**src/rtl/bsc_pkg.sv**
```systemverilog
package bsc_pkg;

    typedef enum logic [1:0] {
        ST_RUN  = 2'd0,
        ST_WAIT = 2'd1,
        ST_STOP = 2'd2,
        ST_HALT = 2'd3
    } bsc_state_e;

    typedef enum logic [1:0] {
        COST_NONE = 2'd0,
        COST_LIVE = 2'd1,
        COST_HELD = 2'd2,
        COST_IDLE = 2'd3
    } bsc_cost_e;

endpackage

```
**src/rtl/bsc_sequencer.sv**
```systemverilog
module bsc_sequencer
    import bsc_pkg::*;
#(
    parameter int  LEN_W          = 4,
    parameter int  IRQ_W          = 3,
    parameter bit  DTACK_IMPLICIT = 1'b0
) (
    input  logic             clk,
    input  logic             rst_n,
    input  logic             halt_i,
    input  logic             dtack_i,
    input  logic             berr_i,
    input  logic             stop_req_i,
    input  logic [IRQ_W-1:0] irq_level_i,
    input  logic [IRQ_W-1:0] irq_mask_i,
    input  logic             mc_new_addr_i,
    input  logic             mc_data_sel_i,
    input  logic             mc_read_i,
    input  logic [LEN_W-1:0] mc_len_i,
    output bsc_state_e       state_o,
    output logic [LEN_W-1:0] held_len_o,
    output bsc_cost_e        cost_sel_o,
    output logic             repeat_o,
    output logic             rep_read_o,
    output logic             advance_o,
    output logic             exc_start_o
);

    typedef struct packed {
        bsc_state_e       state;
        logic [LEN_W-1:0] held_len;
        logic             held_read;
    } seq_regs_t;

    seq_regs_t seq_d, seq_q;

    always_comb begin
        seq_d       = seq_q;
        cost_sel_o  = COST_NONE;
        repeat_o    = 1'b0;
        advance_o   = 1'b0;
        exc_start_o = 1'b0;
        unique case (seq_q.state)
            ST_RUN: begin
                if (stop_req_i) begin
                    seq_d.state = ST_STOP;
                end else if (halt_i && mc_new_addr_i) begin
                    seq_d.state = ST_HALT;
                end else if (mc_data_sel_i && berr_i) begin
                    exc_start_o = 1'b1;
                end else if (mc_data_sel_i && !dtack_i && !DTACK_IMPLICIT) begin
                    seq_d.state     = ST_WAIT;
                    seq_d.held_len  = mc_len_i;
                    seq_d.held_read = mc_read_i;
                end else begin
                    advance_o  = 1'b1;
                    cost_sel_o = COST_LIVE;
                end
            end
            ST_WAIT: begin
                if (berr_i) begin
                    exc_start_o = 1'b1;
                    seq_d.state = ST_RUN;
                end else if (dtack_i) begin
                    seq_d.state = ST_RUN;
                end else begin
                    repeat_o   = 1'b1;
                    cost_sel_o = COST_HELD;
                end
            end
            ST_STOP: begin
                if (irq_level_i > irq_mask_i) begin
                    seq_d.state = ST_RUN;
                end else begin
                    repeat_o   = 1'b1;
                    cost_sel_o = COST_IDLE;
                end
            end
            ST_HALT: begin
                if (!halt_i) begin
                    seq_d.state = ST_RUN;
                end else begin
                    repeat_o   = 1'b1;
                    cost_sel_o = COST_IDLE;
                end
            end
            default: seq_d.state = ST_RUN;
        endcase
    end

    always_ff @(posedge clk or negedge rst_n) begin
        if (!rst_n) begin
            seq_q <= '{state: ST_RUN, held_len: '0, held_read: 1'b0};
        end else begin
            seq_q <= seq_d;
        end
    end

    assign state_o    = seq_q.state;
    assign held_len_o = seq_q.held_len;
    assign rep_read_o = (seq_q.state == ST_WAIT) && seq_q.held_read;

    AST_HALT_AT_BOUNDARY: assert property (@(posedge clk) disable iff (!rst_n)
        (seq_q.state == ST_RUN && !stop_req_i && halt_i && mc_new_addr_i)
            |=> (seq_q.state == ST_HALT));

    AST_HALT_HOLDS: assert property (@(posedge clk) disable iff (!rst_n)
        (seq_q.state == ST_HALT && halt_i) |=> (seq_q.state == ST_HALT));

    AST_STOP_WAKES: assert property (@(posedge clk) disable iff (!rst_n)
        (seq_q.state == ST_STOP && irq_level_i > irq_mask_i) |=> (seq_q.state == ST_RUN));

    AST_EXC_ENDS_RUNNING: assert property (@(posedge clk) disable iff (!rst_n)
        exc_start_o |=> (seq_q.state == ST_RUN));

    AST_EXC_NO_ADVANCE: assert property (@(posedge clk) disable iff (!rst_n)
        exc_start_o |-> !(advance_o || repeat_o));

    generate
        if (DTACK_IMPLICIT) begin : g_implicit_chk
            AST_NEVER_WAITS: assert property (@(posedge clk) disable iff (!rst_n)
                seq_q.state != ST_WAIT);
        end
    endgenerate

endmodule

```
**src/rtl/bsc_cost.sv**
```systemverilog
module bsc_cost
    import bsc_pkg::*;
#(
    parameter int LEN_W    = 4,
    parameter int XW_W     = 3,
    parameter int IDLE_LEN = 4,
    parameter int EL_W     = LEN_W + 2
) (
    input  bsc_cost_e        cost_sel_i,
    input  logic [LEN_W-1:0] mc_len_i,
    input  logic [LEN_W-1:0] held_len_i,
    input  logic [XW_W-1:0]  extra_wait_i,
    output logic [EL_W-1:0]  elapsed_o
);

    localparam logic [EL_W-1:0] IDLE_COST = EL_W'(IDLE_LEN);

    logic [EL_W-1:0] base;

    always_comb begin
        unique case (cost_sel_i)
            COST_LIVE: base = EL_W'(mc_len_i);
            COST_HELD: base = EL_W'(held_len_i);
            COST_IDLE: base = IDLE_COST;
            default:   base = '0;
        endcase
        if (cost_sel_i == COST_NONE) begin
            elapsed_o = '0;
        end else begin
            elapsed_o = base + EL_W'(extra_wait_i);
        end
    end

endmodule

```
**src/rtl/bsc_eclock.sv**
```systemverilog
module bsc_eclock #(
    parameter int EL_W        = 6,
    parameter int E_PERIOD    = 10,
    parameter int E_HIGH_FROM = 6,
    parameter int PH_W        = $clog2(E_PERIOD)
) (
    input  logic            clk,
    input  logic            rst_n,
    input  logic [EL_W-1:0] elapsed_i,
    output logic [PH_W-1:0] phase_o,
    output logic            e_o
);

    localparam int SUM_W = ((EL_W > PH_W) ? EL_W : PH_W) + 1;
    localparam logic [SUM_W-1:0] PERIOD_S = SUM_W'(E_PERIOD);
    localparam logic [PH_W-1:0]  HIGH_P   = PH_W'(E_HIGH_FROM);

    typedef struct packed {
        logic [PH_W-1:0] phase;
        logic            e;
    } ec_regs_t;

    ec_regs_t ec_d, ec_q;
    logic [SUM_W-1:0] sum;
    logic [SUM_W-1:0] wrapped;

    always_comb begin
        sum        = SUM_W'(ec_q.phase) + SUM_W'(elapsed_i);
        wrapped    = sum % PERIOD_S;
        ec_d.phase = PH_W'(wrapped);
        ec_d.e     = (ec_d.phase >= HIGH_P);
    end

    always_ff @(posedge clk or negedge rst_n) begin
        if (!rst_n) begin
            ec_q <= '0;
        end else begin
            ec_q <= ec_d;
        end
    end

    assign phase_o = ec_q.phase;
    assign e_o     = ec_q.e;

    AST_PHASE_BOUND: assert property (@(posedge clk) disable iff (!rst_n)
        phase_o < PH_W'(E_PERIOD));

    AST_PHASE_FROZEN_ON_ZERO: assert property (@(posedge clk) disable iff (!rst_n)
        (elapsed_i == '0) |=> $stable(phase_o));

    AST_E_LOW_BELOW: assert property (@(posedge clk) disable iff (!rst_n)
        (phase_o < HIGH_P) |-> !e_o);

endmodule

```
**src/rtl/bus_cycle_ctrl.sv**
```systemverilog
module bus_cycle_ctrl
    import bsc_pkg::*;
#(
    parameter int LEN_W          = 4,
    parameter int XW_W           = 3,
    parameter int IRQ_W          = 3,
    parameter int IDLE_LEN       = 4,
    parameter bit DTACK_IMPLICIT = 1'b0
) (
    input  logic             clk,
    input  logic             rst_n,
    input  logic             halt_i,
    input  logic             dtack_i,
    input  logic             berr_i,
    input  logic             stop_req_i,
    input  logic [IRQ_W-1:0] irq_level_i,
    input  logic [IRQ_W-1:0] irq_mask_i,
    input  logic             mc_new_addr_i,
    input  logic             mc_data_sel_i,
    input  logic             mc_read_i,
    input  logic [LEN_W-1:0] mc_len_i,
    input  logic [XW_W-1:0]  extra_wait_i,
    output logic [1:0]       state_o,
    output logic             repeat_o,
    output logic             rep_read_o,
    output logic             advance_o,
    output logic             exc_start_o,
    output logic [3:0]       e_phase_o,
    output logic             e_clk_o
);

    localparam int EL_W = LEN_W + 2;

    bsc_state_e       state;
    bsc_cost_e        cost_sel;
    logic [LEN_W-1:0] held_len;
    logic [EL_W-1:0]  elapsed;

    bsc_sequencer #(
        .LEN_W         (LEN_W),
        .IRQ_W         (IRQ_W),
        .DTACK_IMPLICIT(DTACK_IMPLICIT)
    ) u_seq (
        .clk          (clk),
        .rst_n        (rst_n),
        .halt_i       (halt_i),
        .dtack_i      (dtack_i),
        .berr_i       (berr_i),
        .stop_req_i   (stop_req_i),
        .irq_level_i  (irq_level_i),
        .irq_mask_i   (irq_mask_i),
        .mc_new_addr_i(mc_new_addr_i),
        .mc_data_sel_i(mc_data_sel_i),
        .mc_read_i    (mc_read_i),
        .mc_len_i     (mc_len_i),
        .state_o      (state),
        .held_len_o   (held_len),
        .cost_sel_o   (cost_sel),
        .repeat_o     (repeat_o),
        .rep_read_o   (rep_read_o),
        .advance_o    (advance_o),
        .exc_start_o  (exc_start_o)
    );

    bsc_cost #(
        .LEN_W   (LEN_W),
        .XW_W    (XW_W),
        .IDLE_LEN(IDLE_LEN),
        .EL_W    (EL_W)
    ) u_cost (
        .cost_sel_i  (cost_sel),
        .mc_len_i    (mc_len_i),
        .held_len_i  (held_len),
        .extra_wait_i(extra_wait_i),
        .elapsed_o   (elapsed)
    );

    bsc_eclock #(
        .EL_W       (EL_W),
        .E_PERIOD   (10),
        .E_HIGH_FROM(6),
        .PH_W       (4)
    ) u_eclk (
        .clk      (clk),
        .rst_n    (rst_n),
        .elapsed_i(elapsed),
        .phase_o  (e_phase_o),
        .e_o      (e_clk_o)
    );

    assign state_o = state;

    AST_STATE_LEGAL_MOVE: assert property (@(posedge clk) disable iff (!rst_n)
        (state == ST_WAIT && !berr_i && !dtack_i) |=> (state == ST_WAIT));

endmodule

```
**config.mk**
```make
export PLATFORM = sky130hd
export DESIGN_NAME = bus_cycle_ctrl
export DESIGN_NICKNAME = d
export VERILOG_FILES = /design/src/rtl/bsc_pkg.sv /design/src/rtl/bsc_sequencer.sv /design/src/rtl/bsc_cost.sv /design/src/rtl/bsc_eclock.sv /design/src/rtl/bus_cycle_ctrl.sv
export SDC_FILE = /design/constraint.sdc
export NUM_CORES = 1
export LEC_CHECK = 0
export BUFFER_PORTS_ARGS = -buffer_cell sky130_fd_sc_hd__buf_2
export CAP_MARGIN = 20
export CORE_AREA = 3 3 55 57
export CTS_CLUSTER_SIZE = 30
export DETAILED_ROUTE_END_ITERATION = 16
export DIE_AREA = 0 0 58 60
export PLACE_DENSITY = 0.75
export SYNTH_ARGS = -nofsm -noshare
export SYNTH_HDL_FRONTEND = slang
export SYNTH_SLANG_ARGS = --single-unit
```
**constraint.sdc**
```tcl
create_clock -name clk -period 5.81 [get_ports clk]
set_clock_uncertainty 0.1 [all_clocks]
set_input_delay 0.581 -clock clk [delete_from_list [all_inputs] [get_ports clk]]
set_output_delay 0.581 -clock clk [all_outputs]
set_load 0.01 [all_outputs]
```
* Yosys cells after proc, flatten, opt, wreduce, memory -nomap -nowiden *
Cells that the tools add are included.

word-level totals
  word-level logic and storage cells = 68
  output and inout port bits = 11
  bits in registers = 12
  input port bits = 22

cells by class
  mux-type cells = 35
  equal/unequal tests = 11
  reduce and logical (&&, ||, !) cells = 9
  bitwise gates (word level) = 3
  divide/modulo/power cells = 1
  $lt $le $gt $ge = 2
  $add $sub $neg = 2

operators with widths
  kind                                                   count
  2-to-1 mux 2 bit                                       13
  case mux 2 bit (4 select lines)                        2
  2-to-1 mux 1 bit                                       14
  2-to-1 mux 7 bit                                       2
  case mux 4 bit (3 select lines)                        1
  AND reduction 5 bit                                    2
  equality test 2 bit (second input constant)            4
  adder 4 x 6 -> 7 bit                                   1
  remainder unit 7 x 4 -> 7 bit (second input constant)  1
  2-to-1 mux 6 bit                                       1
  adder 4 x 3 -> 5 bit                                   1
  equality test 2 x 1 -> 1 bit (second input constant)   2
  >= comparator 4 x 3 -> 1 bit (second input constant)   1
  logical AND 1 bit                                      4
  zero test 2 bit                                        2
  != test 4 x 2 -> 1 bit (second input constant)         1
  != test 4 x 3 -> 1 bit (second input constant)         1
  > comparator 3 bit                                     1
  != test 3 bit (second input constant)                  1
  inverter 1 bit                                         3
  case mux 1 bit (3 select lines)                        1
  != test 2 x 1 -> 1 bit (second input constant)         1
  != test 2 bit (second input constant)                  1
  case mux 1 bit (2 select lines)                        1
  zero test 1 bit                                        1

* Longest topological paths before layout *
  depth after elaboration = 14
  gate-level depth with buffers = 23
  gate-level depth less buffers = 23

* Modules after synthesis *
From an unflattened synthesis, not the netlist that was laid out.

unflattened totals
  cell total of the unflattened synthesis = 171
  area total of the unflattened synthesis = 1497.7 um2

by module, submodules not included
  module         area each (um2)  cells each  seq. area each (um2)  times used
  bsc_eclock     729.4            89          125.1                 1
  bsc_sequencer  555.5            54          175.2                 1
  bsc_cost       212.7            28          0.0                   1

* Least setup slack after synthesis *
OpenSTA, ideal clock, no wires.

  kind = input-to-reg
  start point = input port mc_new_addr_i
  end point = register u_eclk.ec_q, in the netlist u_eclk.e_o
  library setup time = 0.126 ns
  arrival = 5.117 ns
  stages on the path = 18
  path slack = 0.467 ns
  required time = 5.584 ns
  buffers on the path = 1
  path through = a2111oi_2 > a21boi_1 > a22o_1 > ha_1 > inv_1 > fa_1 > or2_2 > fa_1 > nor2b_1 > or2_0 > buf_6 > or3_1 > a221oi_2 > a211oi_2 > ha_1 > nor2_1 > or3_1 > o311a_1

RTL lines
  item                  RTL line              source
  from (decl)           bus_cycle_ctrl.sv:18  input logic mc_new_addr_i,
  to (signal assigned)  bsc_eclock.sv:36      ec_q <= '0;
  to (signal assigned)  bsc_eclock.sv:38      ec_q <= ec_d;
  to (decl)             bsc_eclock.sv:23      ec_regs_t ec_d, ec_q;

==> run metrics <==
Distinct cells, synth=54; TritonCTS clock tree=built; number of warnings reported in the yosys synthesis log=0; Placement Rows=18; transition time of the tightest slew-check pin=0.501 ns; cells resized by post-CTS repair=0; HP Class=input pin to async pin; vias in the first global route=1388; Tcrit/Tclk final=89.9%; die footprint=3480 sq um; number of buffer cells added on primary ports=32; Die Span X=58 microns; largest cells by area after synthesis=sky130_fd_sc_hd__dfrtp_1, sky130_fd_sc_hd__ha_1, sky130_fd_sc_hd__inv_1, sky130_fd_sc_hd__a21oi_1, sky130_fd_sc_hd__nor2_1; category of the worst setup path launch point=register; pwr/cell area=568 nW/um^2; CTS root buffer=sky130_fd_sc_hd__clkbuf_4; Post-Route Hold Slack=0.0785 ns; number of nets in the layout=232; post-synthesis sequential element count=12; fraction of synthesis flops using an asynchronous set or reset pin=100%; wire length of the first global-routing pass=6110 microns; via count normalized by instance count=6.10; dpl hpwl=2810 microns; antenna diode count=0; worst setup slack after placement=0.403 ns; total clock sinks=12; Clock Path Buffers=2; total setup violations reported at the end of the flow=0; final antenna-violating net count=0; GPL Wtd Cong=0.859; Worst path max stage delay=0.48 ns; sum of overflow across all layers after global routing=0; data arrival time of the critical path=5.26 ns; chain of cells forming the critical path=a2111oi_2 > a21boi_1 > a22o_1 > ha_1 > inv_1 > fa_1 > or2_2 > fa_1 > nor2b_1 > or2_0 > a221oi_1 > o31ai_1 > a211oi_2 > ha_1 > inv_1 > a21oi_1 > o21a_1 > o22ai_1; number of flops mapped to enable cells by yosys=0; Clk network pwr share=7.1%; Switching Share=49.7%; final hold vios=0; synthesized netlist cell count=162; Rel. slew slack=65.7%; cell type with the largest total area after synthesis=sky130_fd_sc_hd__dfrtp_1; length of the first detailed-routing pass in iterations=4; highest-count cells in the layout ignoring fill and taps=sky130_fd_sc_hd__buf_2, sky130_fd_sc_hd__inv_1, sky130_fd_sc_hd__nor2_1; floorplan die height=60 microns; switching power total=453 uW; net count after synthesis=197; sequential fraction of the synthesis area=21.6%; # fillers=209; minimum clock period after layout=5.22 ns; maximum number of pins on one net before global-route repair=13; initial standard-cell utilization of the core=55.0%; fraction of final layout cells sized beyond drive strength 1=27.6%; GRT Total Usage=22.3%; internal power=459 uW; layout overhead on the synthesized area=15.8%; data required time of the worst path=5.84 ns; core footprint=2520 sq um; sequential cell fraction of total power=18.1%; CTS Hold Buffers Added=0; H-tree levels=1; Synth top area share=21.6%; Post CTS Setup Buffer Count=0; Util after Layout=63.7%; initial detailed-routing violation count=89; final total negative setup slack=0 ns; final routed DRC violation total=0; RSZ-0062 raised after global routing=false; post-synth design cell area=1390 sq um; Final Max Slew Viols=0; number of antenna violations at the first check in global routing=0; element type at the critical path end=register; Critical-path top delay cell=sky130_fd_sc_hd__dfrtp_1; Logic pwr share=74.8%; FF/Latch Area=300 sq um; Post-Synthesis Mean Instance Area=8.57 sq um; WL/cell=15.0 microns; Final Routed Wirelength=3400 microns; PnR worst setup slack=0.586 ns; total leakage power=0.755 nW; clk_lat worst skew=0.27 ns; Max Fanout on Critical Path=10; TritonCTS buffer count=3; top-level port count=33; critical path class=register to register; total via count after detailed routing=1378; most common library cell in the layout ignoring fill and taps=sky130_fd_sc_hd__buf_2; most instantiated flip-flop cell in the synthesis netlist=sky130_fd_sc_hd__dfrtp_1; number of maximum-capacitance constraint violations=0; fmax=191 MHz; worst ir drop on vdd=499 uV; run status=finished clean; clock-pin slew on the worst setup and hold paths=0.07 ns; multi-input gate area in the final layout=986 sq um
layer usage:
metal | track usage, % | wire length [microns] | share of wire (%) | up-vias
li1 | - | - | - | 673
met2 | 42.6 | 1740 | 51 | 54
met5 | 0 | 0 | 0 | -
met1 | 25.4 | 1390 | 41 | 643
met4 | 4.64 | 40 | 1.2 | 0
met3 | 4.97 | 235 | 6.9 | 8
final timing paths:
check,cells after the start,slack (ns),from,endpoint
setup / recovery,18,0.59,u_seq.state_o[0],u_eclk.phase_o[2]
hold / removal,1,0.08,rst_n,u_seq.state_o[1]
setup reg to reg,18,0.59,u_seq.state_o[0],u_eclk.phase_o[2]
hold reg to reg,1,0.42,u_seq.held_len_o[0],u_seq.held_len_o[0]
max in group asynchronous,1,5.31,rst_n,u_eclk.e_o
min in group clk,1,0.42,u_seq.held_len_o[0],u_seq.held_len_o[0]
through the flow:
step	cell area, sq um	total power [mW]	cells
2_1_floorplan	1390	0.698	162
3_3_place_gp	1570	0.809	222
3_5_place_dp	1570	0.842	222
4_1_cts	1610	0.911	226
5_1_grt	1610	1.00	226
6_report	1610	0.912	226
final cells by class:
| type | instances | area share, % |
|---|---|---|
| tap | 30 | 2.34 |
| clock buffer | 4 | 2.26 |
| multi-input combinational | 127 | 61.4 |
| timing repair buffer | 34 | 10.9 |
| sequential | 12 | 18.7 |
| inverter | 19 | 4.44 |
cells in the mapped netlist, types with 3 or more instances:
cell,n
sky130_fd_sc_hd__a211oi_1,6
sky130_fd_sc_hd__a21boi_0,3
sky130_fd_sc_hd__a21oi_1,11
sky130_fd_sc_hd__dfrtp_1,12
sky130_fd_sc_hd__ha_1,11
sky130_fd_sc_hd__inv_1,19
sky130_fd_sc_hd__mux2_2,4
sky130_fd_sc_hd__nand2_1,7
sky130_fd_sc_hd__nand2b_1,6
sky130_fd_sc_hd__nand3_1,5
sky130_fd_sc_hd__nor2_1,13
sky130_fd_sc_hd__nor2b_1,5
sky130_fd_sc_hd__o21a_1,3
sky130_fd_sc_hd__o21ai_0,5
sky130_fd_sc_hd__or3_1,3
cells by family (layout without fill, tap and decap cells):
| kind of cell | after synthesis | count (layout) | share of synthesized area, % |
|---|---|---|---|
| flops | 12 | 12 | 21.6 |
| fa+ha+maj | 13 | 13 | 12.8 |
| compound gates | 61 | 61 | 34.6 |
| simple gates | 46 | 46 | 18.5 |
| mux | 4 | 4 | 3.25 |
| xor+xnor | 3 | 3 | 1.89 |
| buf+inv | 23 | 57 | 7.30 |
registers in the layout (all words and copies together) (netlist names):
| signal | count |
|---|---|
| u_seq.held_len_o | 4 |
| u_eclk.e_o | 1 |
| u_seq.state_o | 2 |
| u_seq.seq_q | 1 |
| u_eclk.phase_o | 4 |
worst max-delay path: cells and delay by family (launching register included):
family | cells | cell delay, ns
fa+ha+maj | 4 | 1.39
buf+inv | 2 | 0.16
flops | 1 | 0.48
simple gates | 3 | 0.86
compound gates | 9 | 2.08
power by group through the flow:
stage	clock network [mW]	logic [mW]	registers, mW
after CTS	0.0672	0.679	0.164
final	0.0650	0.682	0.165
after global placement	0	0.644	0.165
after global routing	0.0700	0.764	0.171
after floorplan	0	0.532	0.165
after detailed placement	0	0.677	0.165
(Power assumes the default switching activity.)
